<file path="config.mk">
export PLATFORM = sky130hd
export DESIGN_NAME = region_addr_gen
export DESIGN_NICKNAME = d
export VERILOG_FILES = /design/src/rtl/region_addr_gen.sv
export SDC_FILE = /design/constraint.sdc
export NUM_CORES = 1
export LEC_CHECK = 0
export CAP_MARGIN = 10
export CORE_MARGIN = 10
export CORE_UTILIZATION = 45
export CTS_CLUSTER_DIAMETER = 30
export DETAILED_ROUTE_END_ITERATION = 7
export PLACE_DENSITY_LB_ADDON = 0.08
export SYNTH_ARGS = -nofsm -noshare
export SYNTH_HDL_FRONTEND = slang
export SYNTH_SLANG_ARGS = --single-unit
</file>
<file path="constraint.sdc">
create_clock -name clk -period 18.5 [get_ports clk]
set_clock_uncertainty 0.15 [all_clocks]
set_input_delay 4.625 -clock clk [delete_from_list [all_inputs] [get_ports clk]]
set_output_delay 4.625 -clock clk [all_outputs]
set_load 0.05 [all_outputs]
</file>
<file path="src/rtl/region_addr_gen.sv">
module region_addr_gen #(
  parameter int ADDR_W        = 32,
  parameter int IDX_W         = 4,
  parameter int OFF_W         = 16,
  parameter int OFF_LO        = -512,
  parameter int OFF_HI        = 511,
  parameter int MAX_EXEC_LOG2 = 5
) (
  input  logic              clk,
  input  logic              rst_n,
  input  logic              start,
  input  logic              is_dst,
  input  logic [IDX_W-1:0]  base_idx,
  input  logic [OFF_W-1:0]  imm_off,
  input  logic [3:0]        vs_code,
  input  logic [3:0]        w_code,
  input  logic [3:0]        hs_code,
  input  logic [1:0]        esz_log2,
  input  logic [2:0]        exec_log2,
  output logic              busy,
  output logic              cfg_err,
  output logic              ar_en,
  output logic [IDX_W-1:0]  ar_idx,
  input  logic [ADDR_W-1:0] ar_data,
  output logic              out_valid,
  output logic [ADDR_W-1:0] out_addr,
  output logic              out_last,
  output logic              out_misalign
);
  localparam int CNT_W = MAX_EXEC_LOG2 + 1;

  function automatic logic [5:0] stride_val(input logic [3:0] c);
    if (c < 4'd2) return 6'd0;
    return 6'd1 << (c - 4'd2);
  endfunction

  // request legality
  logic signed [OFF_W-1:0] off_s;
  logic w_ok, hs_ok, vs_ok, ex_ok, fit_ok, off_ok, dst_ok, cfg_ok, accept;
  logic [3:0] wlog;
  logic [CNT_W-1:0] wlast_d, rlast_d;

  assign off_s   = imm_off;
  assign w_ok    = (w_code >= 4'd2) && (w_code <= 4'd6);
  assign hs_ok   = (hs_code >= 4'd1) && (hs_code <= 4'd4);
  assign vs_ok   = (vs_code <= 4'd7);
  assign ex_ok   = (int'(exec_log2) <= MAX_EXEC_LOG2);
  assign wlog    = w_code - 4'd2;
  assign fit_ok  = ({1'b0, wlog} <= {2'b00, exec_log2});
  assign off_ok  = (int'(off_s) >= OFF_LO) && (int'(off_s) <= OFF_HI);
  assign dst_ok  = !is_dst || ((vs_code != 4'd0) && (hs_code != 4'd1));
  assign cfg_ok  = w_ok && hs_ok && vs_ok && ex_ok && fit_ok && off_ok && dst_ok;
  assign accept  = start && !busy;
  assign wlast_d = CNT_W'((32'd1 << wlog) - 32'd1);
  assign rlast_d = CNT_W'((32'd1 << (exec_log2 - wlog[2:0])) - 32'd1);

  // latched request
  logic              multi_q;
  logic [IDX_W-1:0]  k_q;
  logic [ADDR_W-1:0] off_q, hstep_q, vstep_q, rowbase_q;
  logic [CNT_W-1:0]  wlast_q, rlast_q, col_q, row_q;
  logic [2:0]        emask_q;

  // element address path
  logic last_col, last_row, fresh;
  logic [ADDR_W-1:0] row_start;

  assign last_col  = (col_q == wlast_q);
  assign last_row  = (row_q == rlast_q);
  assign fresh     = multi_q ? (col_q == '0) : ((row_q == '0) && (col_q == '0));
  assign row_start = fresh ? (ar_data + off_q)
                   : ((col_q == '0) ? (rowbase_q + vstep_q) : rowbase_q);

  assign out_valid    = busy;
  assign out_addr     = row_start + ADDR_W'(col_q) * hstep_q;
  assign out_last     = busy && last_col && last_row;
  assign out_misalign = busy && (|(out_addr[2:0] & emask_q));

  assign ar_en  = (accept && cfg_ok) || (busy && multi_q && last_col && !last_row);
  assign ar_idx = busy ? (k_q + IDX_W'(row_q) + IDX_W'(1)) : base_idx;

  always_ff @(posedge clk) begin
    if (!rst_n) begin
      busy      <= 1'b0;
      cfg_err   <= 1'b0;
      multi_q   <= 1'b0;
      k_q       <= '0;
      off_q     <= '0;
      hstep_q   <= '0;
      vstep_q   <= '0;
      rowbase_q <= '0;
      wlast_q   <= '0;
      rlast_q   <= '0;
      col_q     <= '0;
      row_q     <= '0;
      emask_q   <= '0;
    end else begin
      cfg_err <= accept && !cfg_ok;
      if (accept && cfg_ok) begin
        busy    <= 1'b1;
        multi_q <= (vs_code == 4'd0);
        k_q     <= base_idx;
        off_q   <= {{(ADDR_W-OFF_W){imm_off[OFF_W-1]}}, imm_off};
        hstep_q <= ADDR_W'(stride_val(hs_code)) << esz_log2;
        vstep_q <= ADDR_W'(stride_val(vs_code)) << esz_log2;
        wlast_q <= wlast_d;
        rlast_q <= rlast_d;
        emask_q <= 3'((4'd1 << esz_log2) - 4'd1);
        col_q   <= '0;
        row_q   <= '0;
      end else if (busy) begin
        if (col_q == '0) rowbase_q <= row_start;
        if (last_col) begin
          col_q <= '0;
          if (last_row) busy <= 1'b0;
          else          row_q <= row_q + 1'b1;
        end else begin
          col_q <= col_q + 1'b1;
        end
      end
    end
  end

  assert_idle_after_reset_R1: assert property (@(posedge clk)
    $fell(rst_n) |=> !busy && !cfg_err);

  assert_first_follows_start_R5: assert property (@(posedge clk) disable iff (!rst_n)
    (ar_en && !busy) |=> out_valid);

  assert_row_fetch_no_bubble_R2: assert property (@(posedge clk) disable iff (!rst_n)
    (ar_en && busy) |=> (out_valid && !$stable(row_q)));

  assert_last_ends_run_R5: assert property (@(posedge clk) disable iff (!rst_n)
    (out_valid && out_last) |=> !out_valid);

  assert_single_one_read_R4: assert property (@(posedge clk) disable iff (!rst_n)
    (busy && !multi_q) |-> !ar_en);

  assert_refused_no_run_R7: assert property (@(posedge clk) disable iff (!rst_n)
    cfg_err |-> !out_valid);

  assert_byte_never_misaligned_R8: assert property (@(posedge clk) disable iff (!rst_n)
    (busy && emask_q == 3'd0) |-> !out_misalign);

  assert_busy_start_no_read_R11: assert property (@(posedge clk) disable iff (!rst_n)
    (busy && start && !multi_q) |-> !ar_en);
endmodule

</file>
==> flow_metrics.env <==
export IMPL_status="completed"
export IMPL_hp_start="emask_q[1]$_SDFFE_PN0P_"
export IMPL_port_buffers=114
export IMPL_drv_slew=0
export IMPL_synth_commonest_cells="187 x nand2_1, 100 x dfxtp_1, 89 x ha_1"
export IMPL_crit_family="compound AO/OA/AOI/OAI gates"
export IMPL_num_antenna_cells=0
export IMPL_startpoint_type="input pin"
export IMPL_crit_fanout=4
export IMPL_stdcell_count=1707
export IMPL_r2r_end="rowbase_q[31]$_SDFFE_PN0P_"
export IMPL_syn_area_sq_um=10400
export IMPL_grt_max_degree=90
export IMPL_hold_end="emask_q[1]$_SDFFE_PN0P_"
export IMPL_syn_area_per_cell_sq_um=7.69
export IMPL_swShare_pct=30.0
export IMPL_worstReg2RegStart="off_q[15]$_SDFFE_PN0P_"
export IMPL_die_h_um=172
export IMPL_critPathSlowestCell="clkdlybuf4s50_1"
export IMPL_synth_compound_area_share_pct=19.9
export IMPL_routed_wl_mm=27.1
export IMPL_grt_pass1_vias=9129
export IMPL_yosys_area_share_simple_pct=25.1
export IMPL_antenna_found_initial=0
export IMPL_synthMuxAreaShare_pct=1.77
export IMPL_track_usage_pct=18.8
export IMPL_p_per_area_nw_per_um2=42.0
export IMPL_cts_root_buf="clkbuf_16"
export IMPL_route_detailed_drc=0
export IMPL_timing_fmax_mhz=62.5
export IMPL_synthXorXnorAreaFrac_pct=9.01
export IMPL_dp_cells=1692
export IMPL_die_w_um=172
export IMPL_comb_power_share_pct=20.3
export IMPL_grt_ovfl_total=0
export IMPL_whs_path_depth=2
export IMPL_drv_cap=0
export IMPL_cts_tree="built"
export IMPL_timing_final_crit_share_pct=86.5
export IMPL_crit_cells=27
export IMPL_core_sq_um=22700
export IMPL_setup_viol=0
export IMPL_via_count=9122
export IMPL_crit_type="input pin to primary output"
export IMPL_io_pins=115
export IMPL_clock_latency_ns=0.36
export IMPL_synthDistinctLibCells=70
export IMPL_synthesis_nets=1559
export IMPL_ir_drop_v=0.0000333
export IMPL_r2r_slack_ns=14.75
export IMPL_p_leak_nw=5.13
export IMPL_post_cts_buffers=0
export IMPL_cts_sinks=100
export IMPL_p_int_mw=0.351
export IMPL_synth_top_area_share_pct=19.3
export IMPL_yosysWarnings=0
export IMPL_area_growth_pct=15.0
export IMPL_clkTransAtPathRegs_ns=0.07
export IMPL_crit_buf_inv=4
export IMPL_yosysMostFrequentCell="nand2_1"
export IMPL_grt_pass1_wl_mm=45.7
export IMPL_rsz0062_at_grt="no"
export IMPL_fin_nets=1625
export IMPL_htreeDepth=3
export IMPL_gp_congestion=0.893
export IMPL_cpPeakStageDelay_ns=0.82
export IMPL_p_seq_share_pct=42.9
export IMPL_synth_edf_count=0
export IMPL_setup_tns_ns=0
export IMPL_clk_path_buf_depth=2
export IMPL_max_slew_margin_pct=42.4
export IMPL_final_hold_violation_count=0
export IMPL_firstDrtPassIters=5
export IMPL_drtIter0Drc=388
export IMPL_tightest_slew_ns=0.863
export IMPL_cp_arrival_ns=11.23
export IMPL_cts_resized=0
export IMPL_viasPerCell=5.34
export IMPL_dp_hpwl_mm=21.2
export IMPL_drive_gt1_share_pct=2.95
export IMPL_p_sw_mw=0.150
export IMPL_synth_top_family_by_area="simple AND/OR/NAND/NOR gates"
export IMPL_hold_class="flop to flop"
export IMPL_drtAntennaViolNets=0
export IMPL_syn_inst=1352
export IMPL_pwr_share_clk_pct=36.8
export IMPL_rows=55
export IMPL_cts_hold_buf=0
export IMPL_wire_per_inst_um=15.9
export IMPL_crit_required_ns=13.73
export IMPL_yosys_most_used_dff="dfxtp_1"
export IMPL_cp_end_kind="primary output"
export IMPL_die_area_sq_um=29600
export IMPL_yosysTopAreaCell="dfxtp_1"
export IMPL_synthArstFlopShare_pct=0
export IMPL_cts_buffers=9
export IMPL_synth_area_leaders="dfxtp_1 19%, ha_1 11%, fa_1 8.7%"
export IMPL_ys_seq_elements=100
export IMPL_start_util_pct=45.8
export IMPL_period_minus_slack_ns=16.00
export IMPL_critPathMostFrequentCell="a21oi_1"
export IMPL_synth_seq_area_share_pct=19.3
export IMPL_synth_fa_ha_area_share_pct=19.4
export IMPL_worstRegToRegCells=12
sequential cells by signal (all words and copies together), names as in the netlist:
name	flops
cfg_err	1
hstep_q	9
k_q	4
vstep_q	9
multi_q	1
col_q	6
off_q	16
row_q	6
wlast_q	6
busy	1
rlast_q	6
rowbase_q	32
emask_q	3
placed cells by master (no fill, tap or decap), types with 10 or more instances in the layout:
cell type	Yosys	final
nand2_1	187	186
clkdlybuf4s50_1	0	113
dfxtp_1	100	100
ha_1	89	89
nor2_1	88	87
inv_1	87	87
and2_1	75	75
a21oi_1	71	71
o21ai_0	71	71
xnor2_1	65	65
a21boi_0	50	50
fa_1	45	45
xor2_1	42	42
nand3_1	41	41
nor3_1	26	26
a21o_1	21	21
and3_1	21	21
nor2b_1	17	17
o21a_1	16	16
nand4_1	16	16
mux2i_1	15	15
o211ai_1	13	13
nor3b_1	13	13
a211oi_1	10	10
o211a_1	10	10
worst max path at each step:
stage / slack, ns / endpoint / start
after floorplan: 3.83 / out_addr[23] / ar_data[0]
after global placement: 2.54 / out_addr[27] / ar_data[0]
after detailed placement: 2.48 / out_addr[27] / ar_data[0]
after CTS: 2.47 / out_addr[26] / ar_data[0]
after global routing: 1.84 / out_addr[26] / ar_data[0]
final: 2.50 / out_addr[27] / ar_data[0]
worst register-to-register path, cell delays in order, from the launching register on:
cell and delay (ns):
dfxtp_1 0.76, ha_1 0.46, a21oi_1 0.25, o21a_1 0.20
o211ai_1 0.11, or3_1 0.41, nor3b_1 0.27, o21a_1 0.20
o21ai_0 0.12, xnor2_1 0.16, o21ai_0 0.27, o21ai_0 0.13
and2_1 0.16
area by class of cell:
cell class	count	area (sq um)
fill	2250	10700
multi-input combinational	1099	7810
sequential	100	2000
timing repair buffer	121	1190
tap	285	357
inverter	87	327
clock buffer	10	229
clock inverter	5	45.0
kinds of logic (layout without fill, tap and decap cells):
group	count (synthesis)	count (layout)
buf+inv	153	223
compound gates	310	310
xor+xnor	107	107
simple gates	530	530
fa+ha+maj	134	134
mux	18	18
flops	100	100
routing by layer:
layer  global-route usage, %  wire length [um]
met1                    23.9             12800
met3                    3.15              1020
met2                    32.6             13000
met5                       0                 0
met4                    3.79               348
power by group through the flow:
stage	sequential (mW)	combinational, mW	clock (mW)
after floorplan	0.221	0.0637	0
after global placement	0.220	0.102	0
after detailed placement	0.220	0.103	0
after CTS	0.215	0.103	0.190
after global routing	0.215	0.111	0.199
final	0.215	0.102	0.185
stage by stage:
stage                     area [sq um]  hold slack (ns)  setup WS, ns  total power [mW]  util (%)
after CTS                        12000            0.323          2.47             0.509      52.7
final                            12000            0.316          2.50             0.502      52.7
after global placement           11700            0.303          2.54             0.323      51.5
after global routing             12000            0.341          1.84             0.525      52.7
after detailed placement         11700            0.312          2.48             0.323      51.5
after floorplan                  10400            0.290          3.83             0.284         -
(Power assumes the default switching activity.)
